[src/rtl/dma_seq_pkg.sv]
package dma_seq_pkg;

  localparam int CW_HANDSHAKE = 31;
  localparam int CW_SYNC_SEL  = 30;
  localparam int CW_IRQ_EN    = 29;
  localparam int CW_BURST     = 28;
  localparam int CW_WHOLE     = 27;

  typedef enum logic [1:0] {
    ST_IDLE   = 2'd0,
    ST_BEAT   = 2'd1,
    ST_HSWAIT = 2'd2
  } seq_state_e;

  // number of beats in one atomic transfer
  function automatic int beats_in_atomic(input logic burst, input int burst_len);
    return burst ? burst_len : 1;
  endfunction

endpackage

[src/rtl/dma_seq_sync.sv]
module dma_seq_sync #(
  parameter int STAGES = 2
) (
  input  logic clk,
  input  logic rst_n,
  input  logic d_i,
  output logic q_o
);
  logic [STAGES-1:0] sh_q;

  generate
    for (genvar g = 0; g < STAGES; g++) begin : g_stage
      always_ff @(posedge clk or negedge rst_n) begin
        if (!rst_n) sh_q[g] <= 1'b0;
        else if (g == 0) sh_q[g] <= d_i;
        else sh_q[g] <= sh_q[(g == 0) ? 0 : g-1];
      end
    end
  endgenerate

  assign q_o = sh_q[STAGES-1];
endmodule

[src/rtl/dma_seq_counter.sv]
module dma_seq_counter #(
  parameter int CNT_W = 16
) (
  input  logic             clk,
  input  logic             rst_n,
  input  logic             load_i,
  input  logic [CNT_W-1:0] load_val_i,
  input  logic             dec_i,
  input  logic             irq_en_i,
  output logic [CNT_W-1:0] count_o,
  output logic             irq_o
);
  logic [CNT_W-1:0] cnt_q;
  logic             irq_q;
  logic             hits_zero;

  assign hits_zero = dec_i && (cnt_q == CNT_W'(1));

  always_ff @(posedge clk or negedge rst_n) begin
    if (!rst_n) begin
      cnt_q <= '0;
      irq_q <= 1'b0;
    end else begin
      if (load_i)     cnt_q <= load_val_i;
      else if (dec_i) cnt_q <= cnt_q - CNT_W'(1);
      irq_q <= hits_zero && irq_en_i;
    end
  end

  assign count_o = cnt_q;
  assign irq_o   = irq_q;
endmodule

[src/rtl/dma_seq_fsm.sv]
module dma_seq_fsm
  import dma_seq_pkg::*;
#(
  parameter int CNT_W     = 16,
  parameter int BURST_LEN = 4
) (
  input  logic             clk,
  input  logic             rst_n,
  input  logic             dreq_s_i,
  input  logic             beat_done_i,
  input  logic [CNT_W-1:0] count_i,
  input  logic             hs_mode_i,
  input  logic             burst_i,
  input  logic             whole_i,
  output logic             dack_o,
  output logic             beat_req_o,
  output logic             xfer_done_o
);
  localparam int BW = (BURST_LEN > 1) ? $clog2(BURST_LEN) : 1;

  seq_state_e st_q, st_d;
  logic [BW-1:0] beat_q;
  logic          last_beat;
  logic          xfer_done;

  assign last_beat = (int'(beat_q) + 1) == beats_in_atomic(burst_i, BURST_LEN);

  always_comb begin
    st_d      = st_q;
    xfer_done = 1'b0;
    unique case (st_q)
      ST_IDLE:   if (dreq_s_i && count_i != '0) st_d = ST_BEAT;
      ST_BEAT: begin
        if (beat_done_i && last_beat) begin
          xfer_done = 1'b1;
          if (count_i == CNT_W'(1)) st_d = ST_IDLE;
          else if (whole_i)         st_d = ST_BEAT;
          else if (hs_mode_i)       st_d = ST_HSWAIT;
          else                      st_d = ST_IDLE;
        end
      end
      ST_HSWAIT: if (!dreq_s_i) st_d = ST_IDLE;
      default:   st_d = ST_IDLE;
    endcase
  end

  always_ff @(posedge clk or negedge rst_n) begin
    if (!rst_n) begin
      st_q   <= ST_IDLE;
      beat_q <= '0;
    end else begin
      st_q <= st_d;
      if (st_q == ST_BEAT && beat_done_i)
        beat_q <= last_beat ? '0 : beat_q + BW'(1);
    end
  end

  assign dack_o      = (st_q != ST_IDLE);
  assign beat_req_o  = (st_q == ST_BEAT);
  assign xfer_done_o = xfer_done;
endmodule

[src/rtl/dma_req_ack_seq.sv]
module dma_req_ack_seq
  import dma_seq_pkg::*;
#(
  parameter int CNT_W       = 16,
  parameter int BURST_LEN   = 4,
  parameter int SYNC_STAGES = 2
) (
  input  logic             clk,
  input  logic             rst_n,
  input  logic             start_i,
  input  logic [CNT_W-1:0] count_init_i,
  input  logic [31:0]      ctrl_i,
  input  logic             dreq_i,
  output logic             dack_o,
  output logic             beat_req_o,
  input  logic             beat_done_i,
  output logic [CNT_W-1:0] cur_count_o,
  output logic [31:0]      ctrl_o,
  output logic             tc_irq_o
);
  logic [31:0] ctrl_q;
  logic        dreq_s;
  logic        dack_w;
  logic        xfer_done_w;
  logic        load_w;

  assign load_w = start_i && !dack_w;

  always_ff @(posedge clk or negedge rst_n) begin
    if (!rst_n)      ctrl_q <= '0;
    else if (load_w) ctrl_q <= ctrl_i;
  end

  dma_seq_sync #(.STAGES(SYNC_STAGES)) sync_i (
    .clk (clk), .rst_n (rst_n), .d_i (dreq_i), .q_o (dreq_s)
  );

  dma_seq_fsm #(.CNT_W(CNT_W), .BURST_LEN(BURST_LEN)) fsm_i (
    .clk         (clk),
    .rst_n       (rst_n),
    .dreq_s_i    (dreq_s),
    .beat_done_i (beat_done_i),
    .count_i     (cur_count_o),
    .hs_mode_i   (ctrl_q[CW_HANDSHAKE]),
    .burst_i     (ctrl_q[CW_BURST]),
    .whole_i     (ctrl_q[CW_WHOLE]),
    .dack_o      (dack_w),
    .beat_req_o  (beat_req_o),
    .xfer_done_o (xfer_done_w)
  );

  dma_seq_counter #(.CNT_W(CNT_W)) cnt_i (
    .clk        (clk),
    .rst_n      (rst_n),
    .load_i     (load_w),
    .load_val_i (count_init_i),
    .dec_i      (xfer_done_w),
    .irq_en_i   (ctrl_q[CW_IRQ_EN]),
    .count_o    (cur_count_o),
    .irq_o      (tc_irq_o)
  );

  assign dack_o = dack_w;
  assign ctrl_o = ctrl_q;
endmodule

[config.mk]
export PLATFORM = sky130hd
export DESIGN_NAME = dma_req_ack_seq
export DESIGN_NICKNAME = d
export VERILOG_FILES = /design/src/rtl/dma_seq_pkg.sv /design/src/rtl/dma_seq_sync.sv /design/src/rtl/dma_seq_counter.sv /design/src/rtl/dma_seq_fsm.sv /design/src/rtl/dma_req_ack_seq.sv
export SDC_FILE = /design/constraint.sdc
export NUM_CORES = 1
export LEC_CHECK = 0
export ABC_AREA = 1
export BUFFER_PORTS_ARGS = -buffer_cell sky130_fd_sc_hd__buf_2
export CAP_MARGIN = 20
export CORE_ASPECT_RATIO = 1.2
export CORE_MARGIN = 4
export CORE_UTILIZATION = 45
export DETAILED_ROUTE_END_ITERATION = 7
export PLACE_DENSITY = 0.75
export REMOVE_ABC_BUFFERS = 1
export SYNTH_ARGS = -nofsm -noshare
export SYNTH_HDL_FRONTEND = slang
export SYNTH_SLANG_ARGS = --single-unit
[constraint.sdc]
create_clock -name clk -period 1.6 [get_ports clk]
set_input_delay 0.24 -clock clk [delete_from_list [all_inputs] [get_ports clk]]
set_output_delay 0.24 -clock clk [all_outputs]
set_load 0.005 [all_outputs]
# Word-level counts from Yosys, hierarchy flattened

Index checks and enable logic that the tools add are counted.

Input bits: 53
Output and inout port bits: 51
Flip-flop bits (word level): 55

$add $sub $neg: 3
Equality and inequality tests: 7
Mux-type cells: 13
Reduce and logical (&&, ||, !) cells: 12

Operators by type and width:

| operator              | number |
|---|---|
| $eq 32x32->1          | 1 |
| $mux 16               | 2 |
| $eq 16x1->1 const B   | 1 |
| $reduce_bool 16->1    | 1 |
| $sub 16x1->16 const B | 1 |
| $mux 2                | 7 |
| $logic_and 1x1->1     | 6 |
| $pmux 2 s3            | 1 |
| $ne 2x1->1 const B    | 2 |
| $reduce_bool 2->1     | 2 |
| $add 2x1->3 const B   | 1 |
| $mux 3                | 1 |
| $reduce_and 3->1      | 1 |
| $add 2x1->2 const B   | 1 |
| $eq 2x1->1 const B    | 1 |
| $eq 2x2->1 const B    | 1 |
| $logic_not 2->1       | 1 |
| $mux 1                | 2 |
| $ne 2x2->1 const B    | 1 |
| $logic_not 1->1       | 1 |

# Logic depth before layout (Yosys ltp)

Depth after elaboration: 7
Gate-level depth with buffers: 9
Depth with buffers taken out: 9

# By module

From an unflattened synthesis, not the netlist that was laid out.

Cell total of the unflattened synthesis: 361
Area total of the unflattened synthesis: 2897.8 um^2

Modules (own cells, without submodules):

| module          | area each (um^2) | sequential area each (um^2) | cells each | times used |
|---|---|---|---|---|
| dma_req_ack_seq | 1342.5           | 800.8                       | 141        | 1 |
| dma_seq_counter | 1151.1           | 425.4                       | 158        | 1 |
| dma_seq_fsm     | 354.1            | 100.1                       | 60         | 1 |
| dma_seq_sync    | 50.0             | 50.0                        | 2          | 1 |

# Worst setup path before layout

Ideal clock, no wire load.

Path type: reg2reg
Start: register fsm_i.beat_q[0]
End: register cnt_i.cnt_q[5] (netlist: cnt_i.count_o[5])
Path buffers: 1
Cell stages (with the launch flop): 9
Path slack: 0.158 ns
Clock period less this slack: 1.442 ns
Required time: 1.476 ns
Arrival: 1.318 ns
Path through: dfrtp_1 -> ha_1 -> a21oi_2 -> nand3_4 -> buf_6 -> inv_4 -> nand2_1 -> nand2_1 -> nand3_1

Longest elaborated chain between the ends: 6

Ends and longest elaborated chain:

| element                            | line                  | source |
|---|---|---|
| start: declaration                 | dma_seq_fsm.sv:22     | `logic [BW-1:0] beat_q;` |
| start signal: assignment           | dma_seq_fsm.sv:54     | `beat_q <= last_beat ? '0 : beat_q + BW'(1);` |
| $add 2x1->3                        | dma_seq_fsm.sv:26     | `assign last_beat = (int'(beat_q) + 1) == beats_in_atomic(burst_i, BURST_LEN);` |
| $eq 32x32->1                       | dma_seq_fsm.sv:26     |  |
| $logic_and 1x1->1                  | dma_seq_fsm.sv:34     | `if (beat_done_i && last_beat) begin` |
| $mux 1                             | dma_seq_fsm.sv:34     |  |
| $mux 1                             | dma_seq_fsm.sv:31     | `unique case (st_q)` |
| $reduce_bool 2->1 (no source line) | -                     |  |
| end signal: assignment             | dma_seq_counter.sv:24 | `if (load_i) cnt_q <= load_val_i;` |
| end signal: assignment             | dma_seq_counter.sv:25 | `else if (dec_i) cnt_q <= cnt_q - CNT_W'(1);` |
| end: declaration                   | dma_seq_counter.sv:13 | `logic [CNT_W-1:0] cnt_q;` |

Every way passes these cells.
A chain may end at the register's enable or synchronous reset.

# Worst setup path after layout

Start: register fsm_i.beat_q[0]
End: register cnt_i.cnt_q[9] (netlist: cnt_i.count_o[9])

Same word-level chain as after synthesis.

==> run_results.csv <==
group,metric,value,unit
status,outcome,"completed",
clock_network,clk_pin_slew,0.10,ns
worst_setup_path,worstRegToRegCells,6,
worst_setup_path,worstSetupPathType,"reg2reg",
clock_network,htree_levels,2,
placed_design,placed_cells_incl_taps,555,
placed_design,place_ws,0.0310,ns
sta,fin_hold_ws,0.0385,ns
worst_setup_path,regToRegEndpoint,"cnt_i.count_o[9]$_DFFE_PN0P_",
cells_and_area,num-fill-cells,580,
worst_setup_path,path_max_fanout,5,
cells_and_area,stdcell_area,3600,µm²
global_route,grt_pass1_vias,2659,
sta,rsz0062_at_grt,"false",
worst_setup_path,end_kind,"register",
placed_design,placed_area,3470,µm²
global_route,antenna_found_initial,0,
global_route,grt_max_degree,56,
worst_setup_path,r2r_setup_slack,0.09,ns
placed_design,port_buffers,103,
logic_synthesis,synthTopCellsByArea,"dfrtp_1, nand2_1, nor2_1, nand3_1, inv_1",
placed_design,place.gp.congestion,0.854,
floorplanning,start_util,46.9,%
logic_synthesis,synth-seq-cells,55,
floorplanning,ios,104,
worst_setup_path,crit_path_end,"cnt_i.count_o[9]$_DFFE_PN0P_",
drt,viasPerCell,4.85,
sta,fin_crit_sh,94.1,%
drt,route.vias.total,2735,
cells_and_area,final_cell_mix,"nand2_1, buf_2, dfrtp_1",
sta,report.final.slew_viol_count,0,
pwr,power_density,1860,nW/µm²
flow_run,drv_cap,0,
pwr,total_leakage_power,1.99,nW
sta,slew_headroom,77.7,%
logic_synthesis,synthDistinctLibCells,28,
pwr,vdd.ir_drop.worst,950,µV
drt,ant_nets,0,
worst_setup_path,crit_start,"fsm_i.beat_q[0]$_DFFE_PN0P_",
global_route,grt_pass1_wl,11700,µm
worst_setup_path,cp.arrival,1.69,ns
floorplanning,dieArea,7740,µm²
logic_synthesis,synth_top_area_share,47.9,%
cells_and_area,diodes,0,
pwr,power,6.69,mW
clock_network,cts_root_buf,"clkbuf_8",
sta,hold_violations,0,
worst_setup_path,r2r-start,"fsm_i.beat_q[0]$_DFFE_PN0P_",
cells_and_area,drive_gt1_share,30.1,%
logic_synthesis,yosysTopAreaCell,"dfrtp_1",
floorplanning,dieWidth,81.0,µm
cells_and_area,layout.area.seq,1380,µm²
clock_network,numCtsBuffers,5,
logic_synthesis,synthCells,377,
sta,fin_crit,1.51,ns
cells_and_area,syn_to_final_growth,25.2,%
logic_synthesis,ys_seq_area_share,47.9,%
min_path,hold_class,"in2reg",
floorplanning,die_h,95.6,µm
drt,first_pass_iters,4,
clock_network,clock-sinks,55,
logic_synthesis,synthesis.area,2880,µm²
worst_setup_path,worst_ep_required_time,1.78,ns
global_route,track_usage,19.3,%
drt,wl_per_cell,12.5,µm
logic_synthesis,ys_warn_count,0,
cells_and_area,multi_input_area,1290,µm²
sta,setup_violations,0,
sta,fmax,664,MHz
logic_synthesis,synth_area_per_cell,7.63,µm²
cells_and_area,final_cells,564,
cells_and_area,nets,537,
clock_network,insertion_delay,0.30,ns
drt,drc_errors,0,
global_route,gr-total-overflow,0,
cells_and_area,layout.cells.most_common,"nand2_1",
sta,skew,0.00790,ns
placed_design,hpwl,5230,µm
drt,drt_iter0_markers,193,
clock_network,clockBufferDepth,2,
floorplanning,placeableCoreArea,6130,µm²
sta,setup_slack,0.0944,ns
worst_setup_path,start_kind,"register",
sta,tightest_slew,0.334,ns
floorplanning,std_cell_rows,31,
drt,routed_wl,7080,µm
clock_network,cts_tree,"yes",
## cell families after synthesis
logic type | count (synthesis) | share of synthesized area (%)
compound gates | 25 | 5.40
fa+ha+maj | 3 | 1.31
buf+inv | 44 | 8.44
flops | 55 | 47.9
mux | 1 | 0.392
simple gates | 249 | 36.6
## synth_stat cells
cell / count
nor3_1: 1
buf_4: 10
o21ai_0: 8
nor2_4: 2
a21oi_2: 6
mux2_2: 1
nand2_1: 174
nand3_4: 2
buf_8: 1
nand4_1: 1
buf_2: 3
a21oi_1: 2
nand3_1: 24
nand3b_1: 3
inv_2: 2
ha_1: 3
o21ai_1: 6
nor2_2: 1
or2_0: 1
o21bai_1: 3
nor3_2: 1
nor2_1: 36
buf_6: 3
dfrtp_1: 55
inv_1: 24
nor3b_1: 1
nand2_4: 2
inv_4: 1
## critical path, cell delays in order, from the launching register on
cell	delay, ns
dfrtp_2	0.46
ha_4	0.25
a21oi_2	0.17
nand3_4	0.11
buf_4	0.18
o21bai_1	0.13
nand3_1	0.10
## power breakdown
part / internal [mW] / leakage, nW / switching, mW
Combinational: 1.44 / 1.26 / 1.93
Sequential: 2.01 / 0.683 / 0.533
Clock: 0.316 / 0.0418 / 0.466
## per-stage QoR
step                utilization, %  TNS (ns)
floorplan                        -     -6.63
global placement              56.6         0
detailed placement            56.6         0
CTS                           58.2         0
global route                  58.7         0
finish                        58.7         0
## per-layer routing
metal | wire length (µm) | vias up | track usage [%] | share of wire [%]
li1 | - | 1368 | - | -
met1 | 3050 | 1250 | 25.2 | 43
met2 | 3330 | 109 | 31.3 | 47
met3 | 585 | 8 | 5.48 | 8.3
met4 | 114 | 0 | 5.63 | 1.6
met5 | 0 | - | 0 | 0
## registers in the layout, indices dropped and copies added, names as in the netlist
register	flops
fsm_i.st_q	2
sync_i.q_o	1
fsm_i.beat_q	2
ctrl_o	32
cnt_i.irq_o	1
sync_i.sh_q	1
cnt_i.count_o	16
## area by class of cell
class	count	share of cell area, %
clock buffer	6	2.02
clock inverter	2	0.452
inverter	27	2.89
multi-input combinational	278	35.8
sequential	55	38.3
tap	82	2.85
timing repair buffer	114	17.7
## worst min-delay path by stage
stage               depth (start not counted)                            to  startpoint  slack, ns
finish                                      1      sync_i.sh_q[0]$_DFF_PN0_      dreq_i       0.04
global route                                1      sync_i.sh_q[0]$_DFF_PN0_      dreq_i       0.02
CTS                                         1      sync_i.sh_q[0]$_DFF_PN0_      dreq_i       0.02
detailed placement                          2         ctrl_o[7]$_DFFE_PN0P_       rst_n       0.27
global placement                            2         ctrl_o[7]$_DFFE_PN0P_       rst_n       0.26
floorplan                                   0  cnt_i.count_o[0]$_DFFE_PN0P_       rst_n      -0.06
## timing repair
item / CTS / global route
setup endpoints to repair: 0 / 15
resized for setup: 0 / 8
endpoints found under the hold margin: 55 / 0
hold buffers: 1 / 0
setup buffers: 0 / 0
Note: power is estimated with default switching activity, not from simulation.
